--- config.mk ---
export PLATFORM = sky130hd
export DESIGN_NAME = pr2_viterbi
export DESIGN_NICKNAME = d
export VERILOG_FILES = /design/src/rtl/pr2_viterbi_pkg.sv /design/src/rtl/pr2_bmu.sv /design/src/rtl/pr2_acs.sv /design/src/rtl/pr2_survivor.sv /design/src/rtl/pr2_viterbi.sv
export SDC_FILE = /design/constraint.sdc
export NUM_CORES = 2
export LEC_CHECK = 0
export ABC_AREA = 0
export ABC_CLOCK_PERIOD_IN_PS = 22400
export BUFFER_PORTS_ARGS = -buffer_cell sky130_fd_sc_hd__buf_2
export CORE_UTILIZATION = 40
export CTS_CLUSTER_SIZE = 25
export DETAILED_ROUTE_END_ITERATION = 10
export HOLD_SLACK_MARGIN = 0.15
export PLACE_DENSITY = 0.65
export SYNTH_ARGS = -nofsm -noshare
export SYNTH_HDL_FRONTEND = slang
export SYNTH_HIERARCHICAL = 1
export SYNTH_SLANG_ARGS = --single-unit
--- constraint.sdc ---
create_clock -name clk -period 22.4 [get_ports clk]
set_input_delay 1.12 -clock clk [delete_from_list [all_inputs] [get_ports clk]]
set_output_delay 1.12 -clock clk [all_outputs]
set_load 0.02 [all_outputs]
--- src/rtl/pr2_viterbi_pkg.sv ---
package pr2_viterbi_pkg;
  localparam int NSTATE  = 4;
  localparam int NBRANCH = 8;

  // branch index {new bit, bit k-1, bit k-2}; bit 1 -> +1, bit 0 -> -1
  function automatic int ideal_level(input logic [2:0] br, input int step);
    int s;
    s = (br[2] ? 1 : -1) + (br[1] ? 2 : -2) + (br[0] ? 1 : -1);
    return s * step;
  endfunction
endpackage

--- src/rtl/pr2_bmu.sv ---
module pr2_bmu #(
  parameter int W    = 8,
  parameter int STEP = 16,
  parameter int BMW  = 20
) (
  input  logic signed [W-1:0]                                in_sample,
  output logic [pr2_viterbi_pkg::NBRANCH-1:0][BMW-1:0]       bm
);
  localparam int DW = BMW / 2;

  generate
    for (genvar i = 0; i < pr2_viterbi_pkg::NBRANCH; i++) begin : g_br
      localparam int LVL = pr2_viterbi_pkg::ideal_level(3'(i), STEP);
      logic signed [DW-1:0] diff;
      assign diff  = DW'(in_sample) - DW'(LVL);
      assign bm[i] = BMW'(diff * diff);
    end
  endgenerate
endmodule

--- src/rtl/pr2_acs.sv ---
module pr2_acs #(
  parameter int BMW = 20,
  parameter int MW  = 22
) (
  input  logic                                               clk,
  input  logic                                               rst,
  input  logic                                               en,
  input  logic [pr2_viterbi_pkg::NBRANCH-1:0][BMW-1:0]       bm,
  output logic [pr2_viterbi_pkg::NSTATE-1:0][MW-1:0]         pm_q,
  output logic [pr2_viterbi_pkg::NSTATE-1:0]                 dec,
  output logic [1:0]                                         best
);
  localparam int NS = pr2_viterbi_pkg::NSTATE;

  logic [NS-1:0][MW-1:0] nxt, norm;
  logic [MW-1:0]         mn;

  // state index {bit k-1, bit k-2}; state d is entered from {d[0],0} or {d[0],1}
  generate
    for (genvar d = 0; d < NS; d++) begin : g_st
      localparam int P0 = (d % 2) * 2;
      logic [MW-1:0] c0, c1;
      assign c0     = pm_q[P0]   + MW'(bm[2*d]);
      assign c1     = pm_q[P0+1] + MW'(bm[2*d+1]);
      assign dec[d] = (c1 < c0);
      assign nxt[d] = dec[d] ? c1 : c0;
    end
  endgenerate

  always_comb begin
    mn   = nxt[0];
    best = 2'd0;
    for (int s = 1; s < NS; s++) begin
      if (nxt[s] < mn) begin
        mn   = nxt[s];
        best = 2'(s);
      end
    end
    for (int s = 0; s < NS; s++) norm[s] = nxt[s] - mn;
  end

  always_ff @(posedge clk) begin
    if (rst)     pm_q <= '0;
    else if (en) pm_q <= norm;
  end
endmodule

--- src/rtl/pr2_survivor.sv ---
module pr2_survivor #(
  parameter int DEPTH = 20
) (
  input  logic                                clk,
  input  logic                                rst,
  input  logic                                en,
  input  logic [pr2_viterbi_pkg::NSTATE-1:0]  dec,
  input  logic [1:0]                          best,
  output logic                                bit_out
);
  localparam int NS = pr2_viterbi_pkg::NSTATE;

  logic [NS-1:0][DEPTH-1:0] path, nxt;

  generate
    for (genvar d = 0; d < NS; d++) begin : g_st
      localparam int  PH = (d % 2) * 2;
      localparam logic X = (d >= 2) ? 1'b1 : 1'b0;
      assign nxt[d] = {(dec[d] ? path[PH+1][DEPTH-2:0] : path[PH][DEPTH-2:0]), X};
    end
  endgenerate

  assign bit_out = nxt[best][DEPTH-1];

  always_ff @(posedge clk) begin
    if (rst)     path <= '0;
    else if (en) path <= nxt;
  end
endmodule

--- src/rtl/pr2_viterbi.sv ---
module pr2_viterbi #(
  parameter int W     = 8,
  parameter int STEP  = 16,
  parameter int DEPTH = 20
) (
  input  logic                clk,
  input  logic                rst,
  input  logic                postcode_en,
  input  logic                in_valid,
  output logic                in_ready,
  input  logic signed [W-1:0] in_sample,
  output logic                out_valid,
  input  logic                out_ready,
  output logic                out_bit
);
  localparam int BMW = 2 * (W + 2);
  localparam int MW  = BMW + 2;
  localparam int FW  = $clog2(DEPTH);
  localparam int NS  = pr2_viterbi_pkg::NSTATE;
  localparam int NB  = pr2_viterbi_pkg::NBRANCH;

  logic                  fire, full, emit, chan_bit;
  logic [FW-1:0]         fill;
  logic [1:0]            hist;   // {c(j-2), c(j-1)} of emitted decisions
  logic [NB-1:0][BMW-1:0] bm;
  logic [NS-1:0][MW-1:0] pm_q;
  logic [NS-1:0]         dec;
  logic [1:0]            best;

  assign in_ready = !out_valid || out_ready;
  assign fire     = in_valid && in_ready;
  assign full     = (fill == FW'(DEPTH - 1));
  assign emit     = fire && full;

  pr2_bmu #(.W(W), .STEP(STEP), .BMW(BMW)) u_bmu (
    .in_sample (in_sample),
    .bm        (bm)
  );

  pr2_acs #(.BMW(BMW), .MW(MW)) u_acs (
    .clk  (clk),
    .rst  (rst),
    .en   (fire),
    .bm   (bm),
    .pm_q (pm_q),
    .dec  (dec),
    .best (best)
  );

  pr2_survivor #(.DEPTH(DEPTH)) u_surv (
    .clk     (clk),
    .rst     (rst),
    .en      (fire),
    .dec     (dec),
    .best    (best),
    .bit_out (chan_bit)
  );

  always_ff @(posedge clk) begin
    if (rst) begin
      fill      <= '0;
      hist      <= '0;
      out_valid <= 1'b0;
      out_bit   <= 1'b0;
    end else begin
      if (fire && !full) fill <= fill + 1'b1;
      if (emit) begin
        out_valid <= 1'b1;
        out_bit   <= postcode_en ? (chan_bit ^ hist[1]) : chan_bit;
        hist      <= {hist[0], chan_bit};
      end else if (out_ready) begin
        out_valid <= 1'b0;
      end
    end
  end
endmodule

== Word-level counts from Yosys, hierarchy flattened ==
Cells that the tools add are included.

* Logic and storage cells: 70
* Input port bits: 13
* Flip-flop bits (word level): 171

* Reduce and logical (&&, ||, !) cells: 7
* $lt $le $gt $ge: 8
* Bitwise gates (word level): 1
* Equal/unequal tests: 1
* Mux-type cells: 19
* Multipliers: 5
* Add/subtract/negate cells: 17

{| class="wikitable"
|+ Operators by type and width
! operator !! count
|-
| $add 22x20->22 || 8
|-
| $lt 22x22->1 || 7
|-
| $mux 22 || 7
|-
| $sub 22x22->22 || 4
|-
| $mux 19 || 4
|-
| $mul 9x9->18 || 4
|-
| $bmux 20 s2 || 1
|-
| $mux 20 || 1
|-
| $sub 8x7->9 const B || 2
|-
| $mul 8x8->16 || 1
|-
| $sub 8x6->9 const B || 1
|-
| $sub 8x8->9 const B || 1
|-
| $add 5x1->5 const B || 1
|-
| $eq 5x5->1 const B || 1
|-
| $mux 1 || 4
|-
| $mux 2 || 2
|-
| $logic_and 1x1->1 || 3
|-
| $lt 2x3->1 const B || 1
|-
| $logic_not 1->1 || 2
|-
| $reduce_bool 2->1 || 1
|-
| $logic_or 1x1->1 || 1
|-
| $xor 1x1->1 || 1
|}

== Depth between registers and ports, before layout ==
* Depth after elaboration: 15
* Depth in mapped cells: 117
* Mapped depth without buffers: 106

== By module ==
The synthesis kept the hierarchy.

{| class="wikitable"
|+ Modules (own cells, without submodules)
! module !! sequential area each (µm²) !! instances !! area each (µm²) !! cells each
|-
| pr2_acs || 1,761.7 || 1 || 19,804.0 || 2,704
|-
| pr2_bmu || 0.0 || 1 || 12,235.5 || 1,353
|-
| pr2_survivor || 1,421.4 || 1 || 3,215.6 || 319
|-
| pr2_viterbi || 180.2 || 1 || 416.6 || 43
|}

== Least setup slack after synthesis ==
OpenSTA, ideal clock, no wires.

* Path kind: input to register
* Start point: input port in_sample[6]
* End point: register u_acs/pm_q[86] (netlist name)
* Required time: 22.265 ns
* Stages: 103
* Arrival: 21.584 ns
* Slack: 0.681 ns
* Cells stage by stage: clkbuf_1 -> inv_1 -> ha_1 -> a21boi_0 -> xnor2_1 -> nand2_1 -> fa_1 -> inv_1 -> fa_1 -> fa_1 -> inv_1 -> fa_1 -> fa_1 -> inv_1 -> ha_1 -> o21ai_0 -> o21ai_0 -> a21oi_1 -> [67 not listed] -> a31oi_1 -> ha_1 -> inv_1 -> ha_1 -> nor2_1 -> a21boi_0 -> a221oi_1 -> a211oi_1 -> o22ai_1 -> a2111oi_2 -> a21oi_1 -> a21o_1 -> a21o_1 -> a21o_1 -> a21o_1 -> and2_1 -> o21ai_1 -> o311ai_1

{| class="wikitable"
|+ RTL lines
! what !! RTL line !! text
|-
| start, declared || pr2_viterbi.sv:11 || <nowiki>input logic signed [W-1:0] in_sample,</nowiki>
|-
| end signal, assigned || pr2_acs.sv:44 || <nowiki>else if (en) pm_q <= norm;</nowiki>
|-
| end, declared || pr2_acs.sv:9 || <nowiki>output logic [pr2_viterbi_pkg::NSTATE-1:0][MW-1:0] pm_q,</nowiki>
|}

==> results.py <==
metrics = {
    "cts": {
        "cts-root-buf": "clkbuf_16",
        "cts_tree": "yes",
        "cts_made_buffers": 17,
        "clockBufferDepth": 2,
        "clock-sinks": 168,
        "hold_buffers": 0,
        "htreeDepth": 4,
        "clk_latency_ps": 490,
        "clk_pin_slew_ps": 80,
    },
    "logic_synthesis": {
        "yosysWarnings": 6,
        "synth_flop_cell": "dfxtp_1",
        "ys_ff_latch": 168,
        "netlist_area_mm2": 0.0357,
        "synth.top_cell.area_share": 0.179,
        "ys_types": 108,
        "async_flop_share": 0,
        "synth-edff-count": 0,
        "synth_largest_area_cell": "ha_1",
        "synthCells": 4419,
        "syn_area_per_cell_um2": 8.07,
        "yosys-top-cells-area": "ha_1 (18%), fa_1 (15%), dfxtp_1 (9.4%)",
        "yosysSeqAreaShare": 0.0943,
    },
    "final_layout": {
        "instances_no_fill": 5509,
        "n_antenna_cell": 0,
        "fin_nets": 5128,
        "syn2layout_area_growth_pct": 4.92,
        "drive_gt1_frac": 0.0599,
    },
    "placement": {
        "dp_hpwl_um": 89600,
        "routabilityCongestion": 0.987,
        "io_buffers": 15,
        "placedCellCount": 5464,
    },
    "floorplan": {
        "die_area_mm2": 0.0904,
        "die_w_um": 301,
        "die_height_um": 301,
        "start_util": 0.404,
        "core_region_area_mm2": 0.0884,
        "io_pins": 16,
        "num_rows": 109,
    },
    "detailed_routing": {
        "viasPerCell": 5.53,
        "drtIter0Drc": 2798,
        "drcViolationCount": 0,
        "first_pass_iters": 6,
        "ant_nets": 0,
        "vias": 30500,
        "wl_per_cell_um": 19.5,
        "wl_um": 107000,
    },
    "timing": {
        "skew_ps": 22.1,
        "drv_slew": 0,
        "slew-limit-headroom": 0.240,
        "hold_viol": 0,
        "tightestPinTransition_ps": 1110,
        "layout_min_cycle_time_ps": 21190,
        "min_period_over_period": 0.946,
        "max_freq_ghz": 0.0472,
        "setup_viol": 0,
    },
    "global_route": {
        "grt_pass1_wl_um": 167000,
        "antenna_found_initial": 1,
        "grtUsageTotal": 0.238,
        "grt_max_degree": 73,
        "grt_overflow": 0,
        "grt_pass1_vias": 28700,
    },
    "worst_setup_path": {
        "crit_path_end_kind": "register",
        "cp_slowest_stage_delay_ps": 510,
        "start_kind": "input port",
        "cp.arrival_ps": 21580,
        "path_max_fanout": 20,
        "slowest_stage": "a21oi_1",
        "worstPathRequired_ps": 22790,
        "critPathKind": "input port to register",
    },
    "outcome": {
        "outcome": "completed",
    },
    "worst_hold_path": {
        "min-delay-path-class": "register to register",
    },
    "run": {
        "cap_violations": 0,
    },
}
[cell usage after synthesis, types with 21 or more instances]
cell type / number
xor2_1: 96
a21o_1: 140
o21ai_0: 180
xnor2_1: 250
and2_1: 37
nor2_1: 420
o211ai_1: 34
clkbuf_1: 66
a211oi_1: 111
nand2b_1: 45
fa_1: 273
nor2b_1: 50
o21bai_1: 56
nand4_1: 33
a21oi_1: 330
inv_1: 563
o21ai_1: 30
nand3_1: 48
dfxtp_1: 168
o21a_1: 29
a31oi_1: 21
nand2_1: 278
buf_2: 21
ha_1: 511
buf_4: 103
mux2i_1: 148
nor3_1: 33
[area by class of cell]
class	instances	area (um2)
fillers	8935	50900
multi-input cells	3470	29000
flip-flops and latches	168	3360
inverters	571	2150
well taps	1165	1460
repair buffers	103	781
clock buffers	17	425
clock inverters	15	211
[logic make-up (layout without fill, tap and decap cells)]
family | Yosys count | after routing | synth area share
adders and majority gates | 798 | 798 | 0.336
muxes | 164 | 164 | 0.0469
other | 1 | 8 | 0.000105
buffers and inverters | 789 | 706 | 0.0975
xor gates and xnor gates | 347 | 347 | 0.0854
and+or+nand+nor | 1034 | 1035 | 0.132
AOI/OAI and AO/OA | 1118 | 1118 | 0.207
DFF | 168 | 168 | 0.0943
[flip-flops by register name, summed over array words and instances, names as in the netlist]
signal	cells
out_bit	1
u_surv/path	71
out_valid	1
u_acs/pm_q	88
fill	5
hist	2
[through the flow]
step	setup TNS, ps	util	hold WS, ps	instance area [um2]	setup slack (ps)
finish	0	0.423	472	37400	1210
global route	-109	0.423	522	37400	-61.2
CTS	0	0.420	475	37100	303
detailed placement	-129	0.413	458	36500	-70.9
global placement	0	0.413	448	36500	141
floorplan	0	-	435	35700	681
[final timing paths]
path / start / endpoint / slack (ps) / depth (start not counted)
setup reg to reg: u_acs/pm_q[44] / u_acs/pm_q[65] / 4890 / 86
setup / recovery: in_sample[6] / u_acs/pm_q[65] / 1210 / 99
hold reg to reg: u_surv/path[60] / u_surv/path[60] / 470 / 2
hold / removal: u_surv/path[60] / u_surv/path[60] / 470 / 2
[critical path, delay by kind of cell]
kind,cells,cell delay (ps)
compound gates,43,9210
fa+ha+maj,14,5110
simple gates,25,3170
buf+inv,14,2140
xor+xnor,3,790
[placed cells by master (no fill, tap or decap), drive strengths merged, types with 10 or more instances in the layout]
cell     instances
and3            16
a211oi         124
nand3           49
clkbuf          18
o21bai          56
nor2b           50
a2111oi         11
a21boi          12
a211o           11
and2            37
mux2i          149
fa             273
nand2          278
nand4           33
nand2b          45
a21oi          336
nor2           422
o22ai           10
a31o            10
inv            574
mux2            15
ha             511
o31ai           16
a21o           140
or2             24
xnor2          251
buf            102
a31oi           23
o211ai          34
clkinv          11
o21a            29
o2111ai         12
nor3            34
o21ai          214
and4            10
or3             17
dfxtp          168
maj3            14
xor2            96
[layer usage]
| metal | global-route usage | routed length [um] |
|---|---|---|
| met4 | 0.0705 | 3370 |
| met5 | 0 | 0 |
| met1 | 0.341 | 50800 |
| met2 | 0.372 | 46800 |
| met3 | 0.0270 | 6260 |
[repair_timing]
item | CTS | global route
endpoints found under the hold margin | 0 | 0
buffers inserted | 0 | 12
setup endpoints to repair | 0 | 51
gates resized for setup | 0 | 45
Power is not shown: default switching activity piles up to over one toggle a cycle in this logic, so the estimate is an artifact.
